$ cat config.mk
export PLATFORM = sky130hd
export DESIGN_NAME = tp_sched
export DESIGN_NICKNAME = d
export VERILOG_FILES = /design/src/rtl/tp_pkg.sv /design/src/rtl/tp_len_table.sv /design/src/rtl/tp_turn_ctr.sv /design/src/rtl/tp_dead_window.sv /design/src/rtl/tp_sched.sv
export SDC_FILE = /design/constraint.sdc
export NUM_CORES = 1
export LEC_CHECK = 0
export ABC_CLOCK_PERIOD_IN_PS = 2000
export BUFFER_PORTS_ARGS = -buffer_cell sky130_fd_sc_hd__buf_2
export CORE_MARGIN = 3
export CORE_UTILIZATION = 45
export CTS_CLUSTER_DIAMETER = 30
export CTS_CLUSTER_SIZE = 14
export DETAILED_ROUTE_END_ITERATION = 8
export HOLD_SLACK_MARGIN = 0.03
export PLACE_DENSITY = 0.71
export SETUP_SLACK_MARGIN = 0.15
export SYNTH_ARGS = -nofsm -noshare
export SYNTH_HDL_FRONTEND = slang
export SYNTH_HIERARCHICAL = 1
export SYNTH_SLANG_ARGS = --single-unit
$ cat constraint.sdc
create_clock -name clk -period 2 [get_ports clk]
set_input_delay 0.4 -clock clk [delete_from_list [all_inputs] [get_ports clk]]
set_output_delay 0.4 -clock clk [all_outputs]
set_load 0.05 [all_outputs]
$ cat src/rtl/tp_pkg.sv
// Package: shared timing arithmetic for the turn scheduler.
// Assumes all timing values are given in controller clock cycles.
package tp_pkg;

    // Worst-case drain of a write transaction followed by its precharge.
    function automatic int unsigned f_write_drain(
        int unsigned cwd, int unsigned burst, int unsigned wr,
        int unsigned rp, int unsigned rcd);
        return cwd + burst + wr + rp + rcd;
    endfunction

    // Largest of three values.
    function automatic int unsigned f_max3(
        int unsigned a, int unsigned b, int unsigned c);
        int unsigned m;
        m = (a > b) ? a : b;
        return (m > c) ? m : c;
    endfunction

    // Dead time when domains own disjoint banks; negative terms clamp to zero.
    function automatic int unsigned f_bank_dead(
        int unsigned faw, int unsigned rrd, int unsigned cwd,
        int unsigned burst, int unsigned wtr, int unsigned cas,
        int unsigned rtrs);
        int unsigned t_act;
        int unsigned t_wr2rd;
        int unsigned t_rd2wr;
        t_act   = (faw > 3 * rrd) ? faw - 3 * rrd : 0;
        t_wr2rd = cwd + burst + wtr;
        t_rd2wr = (cas + burst + rtrs > cwd) ? cas + burst + rtrs - cwd : 0;
        return f_max3(t_act, t_wr2rd, t_rd2wr);
    endfunction

endpackage

$ cat src/rtl/tp_len_table.sv
// Module: tp_len_table
// Unpacks the static per-domain turn lengths and gives the length of the
// current domain, the next domain in round-robin order, and its length.
// Assumes dom is always below NUM_DOM.
module tp_len_table #(
    parameter int unsigned NUM_DOM = 3,
    parameter int unsigned LEN_W   = 16,
    parameter int unsigned DOM_W   = 2,
    parameter logic [NUM_DOM*LEN_W-1:0] TURN_LEN = '0
) (
    input  logic [DOM_W-1:0] dom,
    output logic [DOM_W-1:0] nxt_dom,
    output logic [LEN_W-1:0] nxt_len,
    output logic [LEN_W-1:0] first_len
);

    logic [LEN_W-1:0] tab [NUM_DOM];

    // One table entry per domain, taken from the packed parameter.
    for (genvar g = 0; g < NUM_DOM; g++) begin : g_tab
        assign tab[g] = TURN_LEN[g*LEN_W +: LEN_W];
    end

    assign first_len = tab[0];

    // Fixed round-robin successor of the current domain.
    always_comb begin
        if (dom == DOM_W'(NUM_DOM - 1)) begin
            nxt_dom = '0;
        end else begin
            nxt_dom = dom + 1'b1;
        end
    end

    // Look up the successor's turn length.
    always_comb begin
        nxt_len = tab[0];
        for (int i = 0; i < NUM_DOM; i++) begin
            if (nxt_dom == DOM_W'(i)) begin
                nxt_len = tab[i];
            end
        end
    end

endmodule

$ cat src/rtl/tp_turn_ctr.sv
// Module: tp_turn_ctr
// Down-counts the cycles left in the current turn and advances the domain
// when the count expires. rem holds the cycles remaining including the
// current one. Assumes every turn length is at least 1.
module tp_turn_ctr #(
    parameter int unsigned LEN_W = 16,
    parameter int unsigned DOM_W = 2
) (
    input  logic             clk,
    input  logic             rst_n,
    input  logic [DOM_W-1:0] nxt_dom,
    input  logic [LEN_W-1:0] nxt_len,
    input  logic [LEN_W-1:0] first_len,
    output logic [DOM_W-1:0] dom,
    output logic [LEN_W-1:0] rem,
    output logic             first
);

    logic last_cycle;

    // The turn ends after the cycle with one cycle remaining.
    assign last_cycle = (rem <= LEN_W'(1));

    // Turn counter, owner register and turn-start flag.
    always_ff @(posedge clk) begin
        if (!rst_n) begin
            dom   <= '0;
            rem   <= first_len;
            first <= 1'b1;
        end else if (last_cycle) begin
            dom   <= nxt_dom;
            rem   <= nxt_len;
            first <= 1'b1;
        end else begin
            rem   <= rem - 1'b1;
            first <= 1'b0;
        end
    end

endmodule

$ cat src/rtl/tp_dead_window.sv
// Module: tp_dead_window
// Decides whether the active domain may issue in the current cycle. The
// refresh flag is taken in the first cycle of a turn and held for the rest
// of it. An issue is allowed only if the chosen dead length still fits in
// the remaining cycles. A refresh turn too short for the longer window is
// wholly dead. Assumes rem counts the remaining cycles including this one.
module tp_dead_window #(
    parameter int unsigned NUM_DOM   = 3,
    parameter int unsigned LEN_W     = 16,
    parameter int unsigned DOM_W     = 2,
    parameter logic [NUM_DOM*LEN_W-1:0] TURN_LEN = '0,
    parameter int unsigned BASE_DEAD = 46,
    parameter int unsigned T_RFC     = 50
) (
    input  logic             clk,
    input  logic             rst_n,
    input  logic             first,
    input  logic [LEN_W-1:0] rem,
    input  logic [DOM_W-1:0] dom,
    input  logic             refresh_due,
    output logic             issue_en
);

    localparam int unsigned REF_DEAD = BASE_DEAD + T_RFC;

    logic [NUM_DOM-1:0] whole_dead;
    logic               ref_q;
    logic               ref_eff;
    logic               dom_whole;
    logic [31:0]        dead_len;

    // Per-domain flag: a refresh turn of this domain has no issue slot.
    for (genvar g = 0; g < NUM_DOM; g++) begin : g_whole
        localparam logic [LEN_W-1:0] LG = TURN_LEN[g*LEN_W +: LEN_W];
        assign whole_dead[g] = (32'(LG) < REF_DEAD);
    end

    // Hold the refresh flag sampled at the start of the turn.
    always_ff @(posedge clk) begin
        if (!rst_n) begin
            ref_q <= 1'b0;
        end else if (first) begin
            ref_q <= refresh_due;
        end
    end

    // The flag in force this cycle: live at the turn start, held after.
    assign ref_eff = first ? refresh_due : ref_q;

    // Select the whole-turn flag of the active domain.
    always_comb begin
        dom_whole = 1'b0;
        for (int i = 0; i < NUM_DOM; i++) begin
            if (dom == DOM_W'(i)) begin
                dom_whole = whole_dead[i];
            end
        end
    end

    // Dead length for this turn and the issue decision.
    always_comb begin
        dead_len = ref_eff ? 32'(REF_DEAD) : 32'(BASE_DEAD);
        issue_en = !(ref_eff && dom_whole) && (32'(rem) >= dead_len);
    end

endmodule

$ cat src/rtl/tp_sched.sv
// Module: tp_sched (top)
// Static round-robin turn scheduler with a per-turn dead window. The
// parameter BANK_PART picks the dead-time formula. Assumes each turn length
// is at least the base dead time and fits in LEN_W bits. TURN_LEN packs
// domain 0 in the low LEN_W bits.
module tp_sched #(
    parameter int unsigned NUM_DOM   = 3,
    parameter int unsigned LEN_W     = 16,
    parameter logic [NUM_DOM*LEN_W-1:0] TURN_LEN = {16'd46, 16'd64, 16'd200},
    parameter bit          BANK_PART = 1'b0,
    parameter int unsigned T_CWD     = 5,
    parameter int unsigned T_BURST   = 4,
    parameter int unsigned T_WR      = 15,
    parameter int unsigned T_RP      = 11,
    parameter int unsigned T_RCD     = 11,
    parameter int unsigned T_RFC     = 50,
    parameter int unsigned T_FAW     = 24,
    parameter int unsigned T_RRD     = 2,
    parameter int unsigned T_WTR     = 6,
    parameter int unsigned T_CAS     = 11,
    parameter int unsigned T_RTRS    = 2,
    localparam int unsigned DOM_W    = (NUM_DOM > 1) ? $clog2(NUM_DOM) : 1
) (
    input  logic             clk,
    input  logic             rst_n,
    input  logic             refresh_due,
    output logic [DOM_W-1:0] active_dom,
    output logic             issue_en,
    output logic             turn_first
);

    localparam int unsigned BASE_DEAD = BANK_PART ?
        tp_pkg::f_bank_dead(T_FAW, T_RRD, T_CWD, T_BURST, T_WTR, T_CAS, T_RTRS) :
        tp_pkg::f_write_drain(T_CWD, T_BURST, T_WR, T_RP, T_RCD);

    logic [DOM_W-1:0] dom;
    logic [DOM_W-1:0] nxt_dom;
    logic [LEN_W-1:0] nxt_len;
    logic [LEN_W-1:0] first_len;
    logic [LEN_W-1:0] rem;
    logic             first;

    tp_len_table #(
        .NUM_DOM (NUM_DOM),
        .LEN_W   (LEN_W),
        .DOM_W   (DOM_W),
        .TURN_LEN(TURN_LEN)
    ) u_tab (
        .dom      (dom),
        .nxt_dom  (nxt_dom),
        .nxt_len  (nxt_len),
        .first_len(first_len)
    );

    tp_turn_ctr #(
        .LEN_W(LEN_W),
        .DOM_W(DOM_W)
    ) u_ctr (
        .clk      (clk),
        .rst_n    (rst_n),
        .nxt_dom  (nxt_dom),
        .nxt_len  (nxt_len),
        .first_len(first_len),
        .dom      (dom),
        .rem      (rem),
        .first    (first)
    );

    tp_dead_window #(
        .NUM_DOM  (NUM_DOM),
        .LEN_W    (LEN_W),
        .DOM_W    (DOM_W),
        .TURN_LEN (TURN_LEN),
        .BASE_DEAD(BASE_DEAD),
        .T_RFC    (T_RFC)
    ) u_dead (
        .clk        (clk),
        .rst_n      (rst_n),
        .first      (first),
        .rem        (rem),
        .dom        (dom),
        .refresh_due(refresh_due),
        .issue_en   (issue_en)
    );

    assign active_dom = dom;
    assign turn_first = first;

endmodule

# Word-level counts from Yosys, hierarchy flattened
# Cells that the tools add are included.
[op_classes]
add_sub_neg = 2
mul = 0
div = 0
magnitude_cmp = 2
eq_ne = 4
shifts = 0
muxes = 9
bitwise_logic = 0
n_reduce_logical = 3
[op_table]
columns = ["op", "n"]
rows = [
  ["$ge 16x32->1", 1],
  ["$le 16x1->1 const B", 1],
  ["$mux 16", 1],
  ["$mux 8", 2],
  ["$sub 16x1->16 const B", 1],
  ["$mux 7", 1],
  ["$eq 2x1->1 const B", 2],
  ["$eq 2x2->1 const B", 2],
  ["$mux 1", 4],
  ["$add 2x1->2 const B", 1],
  ["$logic_and 1x1->1", 2],
  ["$mux 2", 1],
  ["$logic_not 1->1", 1],
]
[totals]
regBits = 20
latchBits = 0
ramBits = 0
mem_bits_ro = 0
in_bits = 3
out_inout_bits = 4
wordCells = 24
mem_count = 0

# Logic depth before layout (Yosys ltp)
[depth]
ltp_word = 6
mapped_depth = 8
mapped_depth_nobuf = 7

# Modules after synthesis
# The synthesis kept the hierarchy.
[modules_own_cells]
columns = ["module", "n_inst", "cells_per_inst", "area_each_um2", "seq_area_each_um2"]
rows = [
  ["tp_turn_ctr", 1, 144, 1158.6, 380.4],
  ["tp_len_table", 1, 36, 251.5, 0.0],
  ["tp_dead_window", 1, 22, 176.4, 20.0],
]

# Worst setup path after synthesis
# OpenSTA, ideal clock, no wires.
[synth_timing]
path_type = "reg-to-output"
startpoint = "register u_ctr.first"
endpoint = "output port issue_en"
arrival_time_ps = 2438
t_required_ps = 1600
path_slack_ps = -838
stages_incl_launch_ff = 8
path_cell_list = "dfxtp_1 > mux2i_1 > inv_1 > ha_1 > nand2_1 > a21oi_1 > o21ai_0 > a31oi_1"
[synth_via]
elab_chain_cells = 4
[synth_lines]
columns = ["element", "line_no", "rtl"]
rows = [
  ["start: declaration", "tp_turn_ctr.sv:16", "output logic first"],
  ["start signal: assignment", "tp_turn_ctr.sv:29", "first <= 1'b1;"],
  ["start signal: assignment", "tp_turn_ctr.sv:33", "first <= 1'b1;"],
  ["start signal: assignment", "tp_turn_ctr.sv:36", "first <= 1'b0;"],
  ["$mux 1 (*)", "n/a", ""],
  ["net u_dead.ref_eff", "tp_dead_window.sv:28", "logic ref_eff;"],
  ["$mux 7 / $logic_and 1x1->1 (equally long branches)", "tp_dead_window.sv:62, tp_dead_window.sv:63", ""],
  ["$ge 16x32->1 / $logic_not 1->1 (equally long branches)", "tp_dead_window.sv:63", "issue_en = !(ref_eff && dom_whole) && (32'(rem) >= dead_len);"],
  ["$logic_and 1x1->1 (*)", "tp_dead_window.sv:63", ""],
  ["end: declaration", "tp_sched.sv:28", "output logic issue_en,"],
]
# Mark *: on every way through the listed nets, which the timed path passes. The rest lies on a longest branch.

# Worst setup path after layout
[layout_timing]
startpoint = "register u_ctr.first"
endpoint = "output port issue_en"
[layout_via]
elab_chain_cells = 4
[layout_lines]
columns = ["element", "line_no"]
rows = [
  ["$mux 1 (*)", "n/a"],
  ["$mux 7 / $logic_and 1x1->1 (equally long branches)", "tp_dead_window.sv:62, tp_dead_window.sv:63"],
  ["$ge 16x32->1 / $logic_not 1->1 (equally long branches)", "tp_dead_window.sv:63"],
  ["$logic_and 1x1->1 (*)", "tp_dead_window.sv:63"],
]
# Mark *: on every way between the ends. The rest lies on a longest branch, timed or not.

==> results.cfg <==
[status]
status = complete, but fails checks
violations = setup timing

[logic_synthesis]
synth_compound_area_share_pct = 16.40
synth_top_family_by_area = simple AND/OR/NAND/NOR gates
yosys_warnings = 6
synth_edf_count = 0
avgSynthCellArea_um2 = 7.854
synthCells = 202
async_flop_share_pct = 0
syn_area_um2 = 1587
ys.flop_type = dfxtp_1
synth_fa_ha_area_share_pct = 4.732
ys_types = 46
synth_seq_area_share_pct = 25.24
synth_seq_cells = 20
synth_xor_area_share_pct = 3.312
synth-simple-area-share_pct = 26.81
synthMuxAreaShare_pct = 4.732

[clock_tree]
cts_sinks = 20
cts_buffers = 3
htreeDepth = 1
cts_hold_buf = 0
cts.path.max_buffers = 2
clock-root-buffer = clkbuf_4
cts_tree = built
clk_pin_slew_ns = 0.12
clock_latency_ns = 0.31

[placed_design]
port_buffers = 6
gp_congestion = 0.8129
dp.cells = 259
placed_cell_area_um2 = 1707
place_ws_ns = -0.1994
hpwl_um = 2409

[drt]
viasPerCell = 5.047
wl_per_cell_um = 13.45
drc = 0
drt_iter0_markers = 63
first_pass_iters = 4
ant_nets = 0
drt-total-wl_um = 3686
vias = 1383

[sta]
fin_crit_ns = 2.333
finalSetupViolations = 1
slew_violations = 0
layout_setup_ws_ns = -0.3326
rsz0062_at_grt = yes
fin_crit_sh_pct = 116.6
skew_ns = 0.007951
tns_ns = -0.3326
clock.fmax_ghz = 0.4287
hold_violations = 0

[global_routing]
antenna_found_initial = 0
grt_pass1_wl_um = 6120
overflow = 0
grt_max_degree = 27
grt_usage_pct = 18.22
grt_pass1_vias = 1296

[layout]
design_area_um2 = 2017
n_fill_cell = 295
num_antenna_cells = 0
drive_gt1_share_pct = 36.09
final_cells = 274
syn_to_final_growth_pct = 27.13
finalNetCount = 240

[floorplan]
core_um2 = 3203
initial_utilization_pct = 49.53
die-width_um = 65.38
die_h_um = 65.38
rows = 20
ioPinCount = 7
die-area_um2 = 4274

[critical_path]
r2r-end = u_ctr/rem[14]$_DFF_P_
path_max_fanout = 3
critPathCaptureType = output port
path_class = reg -> out
path_cells = mux2i_4, buf_4, ha_1, nand2b_1, a21oi_2, o21ai_2, a31oi_4, buf_6
critical_path.slowest_cell = dfxtp_4
crit_end = issue_en
cp.required_ns = 1.60
cp.depth = 8
cp-startpoint = u_ctr/first$_SDFF_PN1_
cp_top_family = compound AO/OA/AOI/OAI gates
reg2reg_setup_slack_ns = 0.09
crit_arrival_ns = 1.93
timing.rr.start = u_ctr/rem[5]$_DFF_P_
critPathLaunchType = flop
slowest_delay_ns = 0.38
reg2regPathDepth = 6
critPathBufInv = 2

[hold_path]
worstHoldStart = rst_n
hold_class = in -> reg

[power]
power.total_uw = 1240
power_density_nw_per_um2 = 615.0
leakage_uw = 0.0008239
vdd_drop_max_uv = 371.5

[run]
cap_violations = 0
## power breakdown
part           total [uW]  internal [uW]  switching [uW]
Sequential            507            444            63.2
Clock                 338            203             135
Combinational         395            205             190
## what timing repair did
action                                  4_1_cts  5_1_grt
gates resized for setup                      17       31
gates cloned                                  0        0
endpoints found under the setup margin       15       17
pin swaps                                     7       21
buffers inserted                              7        4
## worst register-to-register path, delay by kind of cell (launching register included)
kind,cells,cell delay [ns]
simple gates,3,0.99
compound gates,1,0.20
flops,1,0.38
mux,1,0.17
buf+inv,1,0.12
## worst min path at each step
stage	end	slack, ns	cells past startpoint
after floorplan	u_dead/ref_q$_SDFF_PN0_	0.52	1
after global placement	u_ctr/dom[0]$_SDFFE_PN0P_	0.55	2
after detailed placement	u_ctr/dom[0]$_SDFFE_PN0P_	0.56	2
after CTS	u_ctr/first$_SDFF_PN1_	0.46	2
after global routing	u_dead/ref_q$_SDFF_PN0_	0.50	4
final	u_ctr/first$_SDFF_PN1_	0.50	2
## sequential cells by signal, indices dropped and copies added, names as in the netlist
signal / cells
u_dead/ref_q: 1
u_ctr/dom: 2
u_ctr/rem: 16
u_ctr/first: 1
## cell families (layout without fill, tap and decap cells)
family | after synthesis | in the layout
other | 2 | 26
DFF | 20 | 20
and+or+nand+nor | 72 | 72
adders and majority gates | 6 | 6
AOI/OAI and AO/OA | 41 | 41
xor gates and xnor gates | 6 | 6
muxes | 7 | 7
buffers and inverters | 48 | 52
## area by class of cell
class	count	area (um2)	share of cell area, %
multi-input combinational	158	1164	57.69
sequential	20	419.2	20.78
timing repair buffer	35	277.8	13.77
tap	44	55.05	2.730
inverter	13	48.80	2.419
clock inverter	1	30.03	1.489
clock buffer	3	22.52	1.117
## layer usage
metal	global-route usage, %	share of wire [%]	routed length [um]
met1	24.95	44	1628
met2	29.33	51	1876
met3	4.444	4.9	181
met4	3.109	0	0
met5	0	0	0
## synthesized netlist by cell type, types with 2 or more instances
master / number / area (um2)
buf_4: 29 / 217.7
dfxtp_1: 20 / 400.4
nor2_1: 18 / 67.56
inv_1: 13 / 48.80
nand2_1: 13 / 48.80
o21ai_0: 12 / 60.06
a21oi_1: 7 / 35.03
o22ai_1: 7 / 43.79
ha_1: 6 / 75.07
nand2b_1: 6 / 37.54
nor3_1: 6 / 30.03
clkbuf_1: 5 / 18.77
nor4_1: 5 / 31.28
a31oi_1: 4 / 25.02
mux2_2: 4 / 45.04
mux2i_1: 3 / 30.03
nand3_1: 3 / 15.01
nor2b_1: 3 / 18.77
xnor2_1: 3 / 26.28
xor2_1: 3 / 26.28
a21boi_0: 2 / 15.01
conb_1: 2 / 7.510
nor4_4: 2 / 42.54
o221ai_1: 2 / 17.52
or3_1: 2 / 12.51
or4_4: 2 / 22.52
## placed cells by master (no fill, tap or decap), types with 6 or more instances in the layout
cell type  synthesis  routed
nand2_1           13      11
conb_1             2      26
nand2b_1           6       6
nor2_1            18      16
a21oi_1            7       6
inv_1             13      11
o22ai_1            7       7
dfxtp_1           20      13
buf_4             29      25
## per-stage QoR
stage | hold slack, ns | util, %
final | 0.4954 | 62.97
after global routing | 0.4951 | 62.97
after CTS | 0.4626 | 58.71
after detailed placement | 0.5552 | 53.28
after global placement | 0.5509 | 53.28
after floorplan | 0.5217 | -
No activity file was read; power rests on OpenSTA's default activity.
